[config.mk]
export PLATFORM = sky130hd
export DESIGN_NAME = eeprom_i2c_target
export DESIGN_NICKNAME = d
export VERILOG_FILES = /design/src/rtl/eeprom_i2c_pkg.sv /design/src/rtl/eeprom_i2c_sync.sv /design/src/rtl/eeprom_i2c_dp.sv /design/src/rtl/eeprom_i2c_ctrl.sv /design/src/rtl/eeprom_i2c_target.sv
export SDC_FILE = /design/constraint.sdc
export NUM_CORES = 2
export LEC_CHECK = 0
export ABC_CLOCK_PERIOD_IN_PS = 3600
export BUFFER_PORTS_ARGS = -buffer_cell sky130_fd_sc_hd__buf_4
export CORE_UTILIZATION = 35
export DETAILED_ROUTE_END_ITERATION = 8
export PLACE_DENSITY = 0.49
export SLEW_MARGIN = 20
export SYNTH_ARGS = -nofsm -noshare
export SYNTH_HDL_FRONTEND = slang
export SYNTH_SLANG_ARGS = --single-unit
[constraint.sdc]
create_clock -name clk -period 3.6 [get_ports clk]
set_input_delay 0.72 -clock clk [delete_from_list [all_inputs] [get_ports clk]]
set_output_delay 0.72 -clock clk [all_outputs]
set_load 0.02 [all_outputs]
[src/rtl/eeprom_i2c_pkg.sv]
package eeprom_i2c_pkg;

  localparam int BYTE_W = 8;
  localparam int CNT_W  = 4;

  // strobes from the protocol control to the storage datapath
  typedef struct packed {
    logic shiftIn;    // capture one received bit
    logic loadAddr;   // received byte becomes the word address
    logic writeByte;  // store received byte, advance page offset
    logic loadTx;     // fetch byte for transmit, advance address
    logic shiftTx;    // present next transmit bit
  } strb_t;

  typedef enum logic [3:0] {
    ST_IDLE,
    ST_DEV,
    ST_DEVACK,
    ST_WADDR,
    ST_WADDRACK,
    ST_WDATA,
    ST_WDATAACK,
    ST_TX,
    ST_MACK
  } ctlState_e;

endpackage

[src/rtl/eeprom_i2c_sync.sv]
module eeprom_i2c_sync #(
  parameter int STAGES = 2,
  parameter int W      = 2
) (
  input  logic         clk,
  input  logic         rstN,
  input  logic [W-1:0] din,
  output logic [W-1:0] dout
);

  // bus lines idle high, so the chain resets to ones
  if (STAGES <= 1) begin : g_single
    always_ff @(posedge clk) begin
      if (!rstN) dout <= '1;
      else       dout <= din;
    end
  end else begin : g_chain
    logic [STAGES-1:0][W-1:0] chain;
    always_ff @(posedge clk) begin
      if (!rstN) chain <= '1;
      else       chain <= {chain[STAGES-2:0], din};
    end
    assign dout = chain[STAGES-1];
  end

endmodule

[src/rtl/eeprom_i2c_dp.sv]
module eeprom_i2c_dp
  import eeprom_i2c_pkg::*;
#(
  parameter int ADDR_W = 8,
  parameter int PAGE_W = 3
) (
  input  logic              clk,
  input  logic              rstN,
  input  strb_t             strb,
  input  logic              sdaBit,
  input  logic              wpIn,
  output logic [BYTE_W-1:0] rxByte,
  output logic              txBit,
  output logic [ADDR_W-1:0] addrCnt
);

  localparam int DEPTH = 1 << ADDR_W;
  localparam logic [ADDR_W-1:0] ADDR_ONE = 1;
  localparam logic [PAGE_W-1:0] PAGE_ONE = 1;

  logic [BYTE_W-1:0] mem [DEPTH];
  logic [BYTE_W-1:0] rxShift;
  logic [BYTE_W-1:0] txShift;

  always_ff @(posedge clk) begin
    if (!rstN) begin
      rxShift <= '0;
      txShift <= '0;
      addrCnt <= '0;
      for (int i = 0; i < DEPTH; i++) mem[i] <= '0;
    end else begin
      if (strb.shiftIn) rxShift <= {rxShift[BYTE_W-2:0], sdaBit};
      if (strb.shiftTx) txShift <= {txShift[BYTE_W-2:0], 1'b0};
      if (strb.loadAddr) begin
        addrCnt <= rxShift[ADDR_W-1:0];
      end else if (strb.writeByte) begin
        if (!wpIn) mem[addrCnt] <= rxShift;
        addrCnt <= {addrCnt[ADDR_W-1:PAGE_W], addrCnt[PAGE_W-1:0] + PAGE_ONE};
      end else if (strb.loadTx) begin
        txShift <= mem[addrCnt];
        addrCnt <= addrCnt + ADDR_ONE;
      end
    end
  end

  assign rxByte = rxShift;
  assign txBit  = txShift[BYTE_W-1];

endmodule

[src/rtl/eeprom_i2c_ctrl.sv]
module eeprom_i2c_ctrl
  import eeprom_i2c_pkg::*;
#(
  parameter logic [3:0] DEV_ID = 4'b1010
) (
  input  logic              clk,
  input  logic              rstN,
  input  logic              sclS,
  input  logic              sdaS,
  input  logic [2:0]        strap,
  input  logic [BYTE_W-1:0] rxByte,
  input  logic              txBit,
  output strb_t             strb,
  output logic              sdaOe
);

  localparam logic [CNT_W-1:0] FULL_CNT = CNT_W'(BYTE_W);
  localparam logic [CNT_W-1:0] LAST_BIT = CNT_W'(BYTE_W - 1);
  localparam logic [CNT_W-1:0] CNT_ONE  = 1;

  ctlState_e st, stNext;
  logic [CNT_W-1:0] bitCnt, cntNext;
  logic ackDrive, ackNext;
  logic isRead, readNext;
  logic masterAck, mAckNext;
  logic sclPrev, sdaPrev;
  logic sclRise, sclFall, startEv, stopEv, byteDone, inAck;

  assign sclRise  = sclS & ~sclPrev;
  assign sclFall  = ~sclS & sclPrev;
  assign startEv  = sclS & sclPrev & sdaPrev & ~sdaS;
  assign stopEv   = sclS & sclPrev & ~sdaPrev & sdaS;
  assign byteDone = sclFall && (bitCnt == FULL_CNT);

  always_comb begin
    stNext   = st;
    cntNext  = bitCnt;
    ackNext  = ackDrive;
    readNext = isRead;
    mAckNext = masterAck;
    strb     = '0;
    if (startEv) begin
      stNext  = ST_DEV;
      cntNext = '0;
      ackNext = 1'b0;
    end else if (stopEv) begin
      stNext  = ST_IDLE;
      ackNext = 1'b0;
    end else begin
      case (st)
        ST_DEV, ST_WADDR, ST_WDATA: begin
          if (sclRise && bitCnt < FULL_CNT) begin
            strb.shiftIn = 1'b1;
            cntNext      = bitCnt + CNT_ONE;
          end else if (byteDone) begin
            cntNext = '0;
            if (st == ST_DEV) begin
              if (rxByte[BYTE_W-1:1] == {DEV_ID, strap}) begin
                ackNext  = 1'b1;
                readNext = rxByte[0];
                stNext   = ST_DEVACK;
              end else begin
                stNext = ST_IDLE;
              end
            end else if (st == ST_WADDR) begin
              strb.loadAddr = 1'b1;
              ackNext       = 1'b1;
              stNext        = ST_WADDRACK;
            end else begin
              strb.writeByte = 1'b1;
              ackNext        = 1'b1;
              stNext         = ST_WDATAACK;
            end
          end
        end
        ST_DEVACK, ST_WADDRACK, ST_WDATAACK: begin
          if (sclFall) begin
            ackNext = 1'b0;
            cntNext = '0;
            if (st == ST_DEVACK) begin
              if (isRead) begin
                strb.loadTx = 1'b1;
                stNext      = ST_TX;
              end else begin
                stNext = ST_WADDR;
              end
            end else begin
              stNext = ST_WDATA;
            end
          end
        end
        ST_TX: begin
          if (sclFall) begin
            if (bitCnt == LAST_BIT) begin
              stNext  = ST_MACK;
              cntNext = '0;
            end else begin
              strb.shiftTx = 1'b1;
              cntNext      = bitCnt + CNT_ONE;
            end
          end
        end
        ST_MACK: begin
          if (sclRise) begin
            mAckNext = ~sdaS;
          end else if (sclFall) begin
            if (masterAck) begin
              strb.loadTx = 1'b1;
              stNext      = ST_TX;
            end else begin
              stNext = ST_IDLE;
            end
          end
        end
        default: ;
      endcase
    end
  end

  always_ff @(posedge clk) begin
    if (!rstN) begin
      st        <= ST_IDLE;
      bitCnt    <= '0;
      ackDrive  <= 1'b0;
      isRead    <= 1'b0;
      masterAck <= 1'b0;
      sclPrev   <= 1'b1;
      sdaPrev   <= 1'b1;
    end else begin
      st        <= stNext;
      bitCnt    <= cntNext;
      ackDrive  <= ackNext;
      isRead    <= readNext;
      masterAck <= mAckNext;
      sclPrev   <= sclS;
      sdaPrev   <= sdaS;
    end
  end

  assign inAck = (st == ST_DEVACK) || (st == ST_WADDRACK) || (st == ST_WDATAACK);
  assign sdaOe = (inAck && ackDrive) || ((st == ST_TX) && !txBit);

endmodule

[src/rtl/eeprom_i2c_target.sv]
module eeprom_i2c_target
  import eeprom_i2c_pkg::*;
#(
  parameter int         ADDR_W      = 8,
  parameter int         PAGE_W      = 3,
  parameter int         SYNC_STAGES = 2,
  parameter logic [3:0] DEV_ID      = 4'b1010
) (
  input  logic       clk,
  input  logic       rstN,
  input  logic       sclIn,
  input  logic       sdaIn,
  output logic       sdaOe,
  input  logic [2:0] strap,
  input  logic       wpIn
);

  logic sclS, sdaS, txBit;
  logic [BYTE_W-1:0] rxByte;
  logic [ADDR_W-1:0] addrCnt;
  strb_t strb;

  eeprom_i2c_sync #(.STAGES(SYNC_STAGES), .W(2)) sync_i (
    .clk (clk),
    .rstN(rstN),
    .din ({sclIn, sdaIn}),
    .dout({sclS, sdaS})
  );

  eeprom_i2c_ctrl #(.DEV_ID(DEV_ID)) ctrl_i (
    .clk   (clk),
    .rstN  (rstN),
    .sclS  (sclS),
    .sdaS  (sdaS),
    .strap (strap),
    .rxByte(rxByte),
    .txBit (txBit),
    .strb  (strb),
    .sdaOe (sdaOe)
  );

  eeprom_i2c_dp #(.ADDR_W(ADDR_W), .PAGE_W(PAGE_W)) dp_i (
    .clk    (clk),
    .rstN   (rstN),
    .strb   (strb),
    .sdaBit (sdaS),
    .wpIn   (wpIn),
    .rxByte (rxByte),
    .txBit  (txBit),
    .addrCnt(addrCnt)
  );

endmodule

; Yosys cells after proc, flatten, opt, wreduce, memory -nomap -nowiden
; Memories as Yosys holds them, arrays and structs flattened.
; Index checks and enable logic that the tools add are counted.
[word_totals]
ram_bits = 2048
wordCells = 151
in_bits = 8
regBits = 41
output_inout_bits = 1
n_memories = 1
[classes]
n_bitwise = 15
eq_ne = 28
mux = 63
add_sub_neg = 3
order_cmp = 1
reduce_logical = 26
[memory_table]
columns = memory, words, word_bits, rd, rd_ports_with_merged_regs, wr, line
row1 = dp_i.mem, 256, 8, 1, 0, 256, eeprom_i2c_dp.sv:21  ; logic [BYTE_W-1:0] mem [DEPTH];
[ops]
columns = op, n
row1 = 2-to-1 mux 8 bit, 9
row2 = 2-to-1 mux 4 bit, 14
row3 = 2-to-1 mux 1 bit, 26
row4 = "== test 4 x 3 -> 1 bit, second input constant", 5
row5 = "!= test 4 x 1 -> 1 bit, second input constant", 5
row6 = case mux 4 bit (4 select lines), 1
row7 = AND reduction 8 bit, 2
row8 = "!= test 2 x 1 -> 1 bit, second input constant", 6
row9 = case mux 4 bit (3 select lines), 1
row10 = 2-to-1 mux 2 bit, 5
row11 = 2-to-1 mux 5 bit, 2
row12 = AND reduction 5 bit, 2
row13 = 2-to-1 mux 3 bit, 3
row14 = OR reduction 3 bit, 3
row15 = "adder 8 x 1 -> 8 bit, second input constant", 1
row16 = "== test 4 x 2 -> 1 bit, second input constant", 2
row17 = "== test 4 bit, second input constant", 2
row18 = inverter 1 bit, 8
row19 = OR reduction 8 bit, 1
row20 = bitwise AND 1 bit, 7
row21 = == test 7 bit, 1
row22 = AND reduction 7 bit, 1
row23 = nonzero test 3 bit, 2
row24 = nonzero test 6 bit, 1
row25 = other kinds (18), 26

; Longest topological paths before layout
[logic_depth]
ltp_word = 14
mapped_depth = 14

; Hierarchy
; Synthesis repeated with hierarchy kept, for this count alone.
[hier_totals]
cells_unflattened = 7038
hier_area_um2 = 98169.2
[by_module_without_submodules]
columns = module, seq_area_each_um2, area_each_um2, cells_per_inst, instances
row1 = eeprom_i2c_dp, 61979.4, 96970.5, 6889, 1
row2 = eeprom_i2c_ctrl, 260.2, 1078.5, 139, 1
row3 = eeprom_i2c_sync, 80.1, 120.1, 10, 1

; Least setup slack after synthesis
; Ideal clock, no wire load.
[synth_path]
path_type = register -> register
from = reg dp_i.addrCnt[0]
to = mem dp_i.mem[162][0], enable pin
path_stages_with_launch = 12
arrival_ns = 2.633
n_path_buf = 7
setup_slack_ns = 0.583
required_ns = 3.216
cell_sequence = dfxtp_1 -> buf_6 -> buf_6 -> buf_6 -> buf_4 -> inv_1 -> buf_4 -> buf_4 -> ha_1 -> nand2_1 -> clkbuf_1 -> o21ai_0
[synth_lines]
columns = element, line
row1 = "start, declared", eeprom_i2c_dp.sv:14  ; output logic [ADDR_W-1:0] addrCnt
row2 = "start signal, assigned", eeprom_i2c_dp.sv:35  ; addrCnt <= rxShift[ADDR_W-1:0];
row3 = "start signal, assigned", eeprom_i2c_dp.sv:38  ; addrCnt <= {addrCnt[ADDR_W-1:PAGE_W], addrCnt[PAGE_W-1:0] + PAGE_ONE};
row4 = "start signal, assigned", eeprom_i2c_dp.sv:41  ; addrCnt <= addrCnt + ADDR_ONE;
row5 = "end, declared", eeprom_i2c_dp.sv:21

==> summary.md <==
| Metric | Value |
|---|---|
| Status | complete, no violations |
| Min Tclk post-route | 3.50 ns |
| Vias | 63,597 |
| Initial antenna violation count | 42 |
| Startpoint Class | flip-flop |
| Critical path class | flip-flop to flip-flop |
| Wirelength, routed | 389,000 um |
| Power Total | 54,000 uW |
| Unique masters post-synth | 76 |
| Post-Layout Cell Count | 10,817 |
| Hold path startpoint | rstN |
| Fillers | 24,255 |
| Post-synth ARST share | 0% |
| Data required, critical path | 4.14 ns |
| Worst Path Max Fanout | 35 |
| Final-report max-slew violation count | 0 |
| Main flop type after synthesis | edfxtp_1 |
| Setup violators final | 0 |
| Num CTS Buffers | 224 |
| Final nets | 7,106 |
| Final Skew | 0.0714 ns |
| WHS | 0.164 ns |
| Max cap viols | 0 |
| Tcrit/Tclk final | 97.2% |
| Routed Antenna Nets | 0 |
| Detailed Place HPWL | 268,000 um |
| Critical Path Sink Type | flip-flop |
| Clock sinks | 2,089 |
| Synth Instances | 6,595 |
| Starting Density | 35.3% |
| Max Fclk | 286 MHz |
| Sw Ratio | 22.1% |
| Critical path arrival | 4.04 ns |
| Synthesized cell area | 92,700 sq um |
| P_leak | 0.0360 uW |
| Port-buffer cells | 8 |
| Clock root buffer | clkbuf_16 |
| CTS tree | built |
| Post-Place Cells | 10,374 |
| Drt pass-1 iters | 5 |
| Routed wire per std cell | 35.9 um |
| Net switching power | 11,900 uW |
| WHS Path Cells | 2 |
| Die width | 517 um |
| H-tree depth | 4 |
| Hold Fails Final Rpt | 0 |
| Worst r2r src | ctrl_i.bitCnt[0] |
| Average cell area after synthesis | 14.1 sq um |
| Int Power | 42,000 uW |
| Worst setup path start | ctrl_i.bitCnt[0] |
| GR Overflow Total | 0 |
| Post-synthesis sequential area ratio | 67.2% |
| Flop pwr share | 52.1% |
| Avg Vias per Cell | 5.88 |
| Hold Crit Class | input pin to flip-flop |
| DRC | 0 |
| DR iter-0 viols | 10,166 |
| Combinational share of power | 4.2% |
| Die area | 267,000 sq um |
| Num rows | 188 |
| Num ports | 9 |
| Largest net degree at the start of global routing | 131 |
| Clock transition at path regs | 0.06 ns |
| First-pass GRT wire length | 527,000 um |
| Cells on worst reg2reg path | 10 |
| Max Root-Sink Buffers | 3 |
| Post-synth EDFFs | 2,048 |
| Power Dens Cells | 488 nW/um^2 |
| Die height | 517 um |
| Worst-skew pair later-pin latency | 0.90 ns |
| Core area | 263,000 sq um |
| RSZ-0062 raised after global routing | no |
| Worst-margin pin slew | 1.05 ns |
| Syn_nets | 6,609 |
| Ys Warns | 0 |
| Placed instance area | 103,000 sq um |
| Fraction of layout cells with a size suffix above 1 | 26.0% |
| Routability cong. | 0.966 |
| Final instance area | 111,000 sq um |
| Clock share of power | 43.6% |
| Vias in the first global route | 61,053 |
| Area grow syn2layout | 19.3% |
| Tot GR Track Use | 29.1% |
| Peak supply drop | 484 uV |
| Final Core Density | 42.1% |
| Rel. slew slack | 30.1% |
| Flops & latches, synth | 2,089 |
cells in the mapped netlist (18+ instances only):
cell      instances  area, sq um
edfxtp_1       2048        61500
nor2_1         1844         6920
mux4_2          532        12000
clkbuf_1        504         1890
nand2_1         354         1330
o21ai_0         257         1290
and3_1          254         1590
mux2i_1         104         1040
buf_2            73          365
buf_1            70          263
a22oi_1          57          428
nand3_1          45          225
buf_4            43          323
dfxtp_1          41          821
and2_1           40          250
a21oi_1          34          170
a32oi_1          20          175
buf_6            19          214
a31oi_1          18          113
nand2b_1         18          113
state kept, by name, summed over array words and instances, names as in the netlist:
register,flops
dp_i.txShift,8
ctrl_i.sdaPrev,1
dp_i.mem,2048
ctrl_i.masterAck,1
sync_i.g_chain.chain,2
dp_i.addrCnt,8
ctrl_i.st,4
ctrl_i.bitCnt,4
sync_i.dout,2
ctrl_i.isRead,1
ctrl_i.ackDrive,1
ctrl_i.sclPrev,1
dp_i.rxByte,8
final timing paths:
path | to | slack (ns)
worst min register to register | sync_i.dout[1] | 0.41
worst max-delay path | dp_i.mem[248][3] | 0.1
worst min-delay path | dp_i.addrCnt[1] | 0.16
worst max register to register | dp_i.mem[248][3] | 0.1
repair_timing:
| action | in CTS | in global routing |
|---|---|---|
| hold buffers | 2 | 0 |
| setup endpoints to repair | 2 | 8 |
| setup buffers | 0 | 5 |
| resized for setup | 2 | 3 |
| hold endpoints to repair | 2 | 0 |
| pin swaps | 0 | 0 |
power by group through the flow:
stage / logic, uW / clock network [uW] / registers [uW]
2_1_floorplan: 1090 / 0 / 28500
3_3_place_gp: 2240 / 0 / 28600
3_5_place_dp: 2250 / 0 / 28700
4_1_cts: 2260 / 23800 / 28100
5_1_grt: 2350 / 24700 / 28200
6_report: 2270 / 23600 / 28100
through the flow:
step,setup slack [ns],setup TNS (ns)
floorplan,0.583,0
global placement,-0.161,-0.422
detailed placement,-0.0906,-0.180
CTS,0.0134,0
global route,0.0119,0
finish,0.0999,0
layer usage:
layer  wire length (um)  vias up  track usage [%]
met2             176000     3911             44.6
met1             152000    33569             39.9
met5                107        -                0
met4              19400       16             12.5
met3              41900      732             6.00
li1                   -    25369                -
final cells by class:
type | instances | area, sq um | share of cell area [%]
clock inverter | 159 | 1570 | 1.42
inverter | 7 | 33.8 | 0.0305
multi-input combinational | 3789 | 27500 | 24.9
timing repair buffer | 981 | 8930 | 8.07
antenna | 14 | 35.0 | 0.0317
clock buffer | 263 | 5790 | 5.24
tap | 3515 | 4400 | 3.98
sequential | 2089 | 62300 | 56.4
critical path: stages (launching register included):
cell and delay (ns):
dfxtp_1 0.34, inv_1 0.07, ha_1 0.13, nand2_1 0.09
nor4_2 0.23, buf_4 0.26, and3b_1 0.56, buf_4 0.39
nand2_4 0.35, o21ai_0 0.48, buf_4 0.23
logic make-up after synthesis:
| family | count (synthesis) | share of synthesized area (%) |
|---|---|---|
| buf+inv | 717 | 3.33 |
| compound gates | 489 | 3.25 |
| fa+ha+maj | 6 | 0.0810 |
| mux | 649 | 14.2 |
| simple gates | 2638 | 11.9 |
| xor+xnor | 7 | 0.0661 |
| flops | 2089 | 67.2 |
cell usage in the layout (no fill, tap or decap), types with 14 or more instances in the layout:
cell / synthesis / layout
buf_4: 43 / 854
buf_12: 0 / 124
o22ai_1: 17 / 17
a22o_1: 14 / 14
nand2_1: 354 / 343
clkbuf_16: 0 / 226
and3_1: 254 / 254
o21ai_0: 257 / 256
dfxtp_1: 41 / 27
clkinv_1: 0 / 65
edfxtp_1: 2048 / 2048
a21oi_1: 34 / 34
diode_2: 0 / 14
bufinv_16: 0 / 26
mux4_2: 532 / 532
a32oi_1: 20 / 20
a22oi_1: 57 / 57
clkbuf_1: 504 / 37
clkinv_2: 0 / 45
nand4_1: 16 / 16
nor2_1: 1844 / 1842
mux2i_1: 104 / 102
nand2b_1: 18 / 18
a31oi_1: 18 / 18
and2_1: 40 / 39
nand3_1: 45 / 45
No activity file was read; power rests on OpenSTA's default activity.
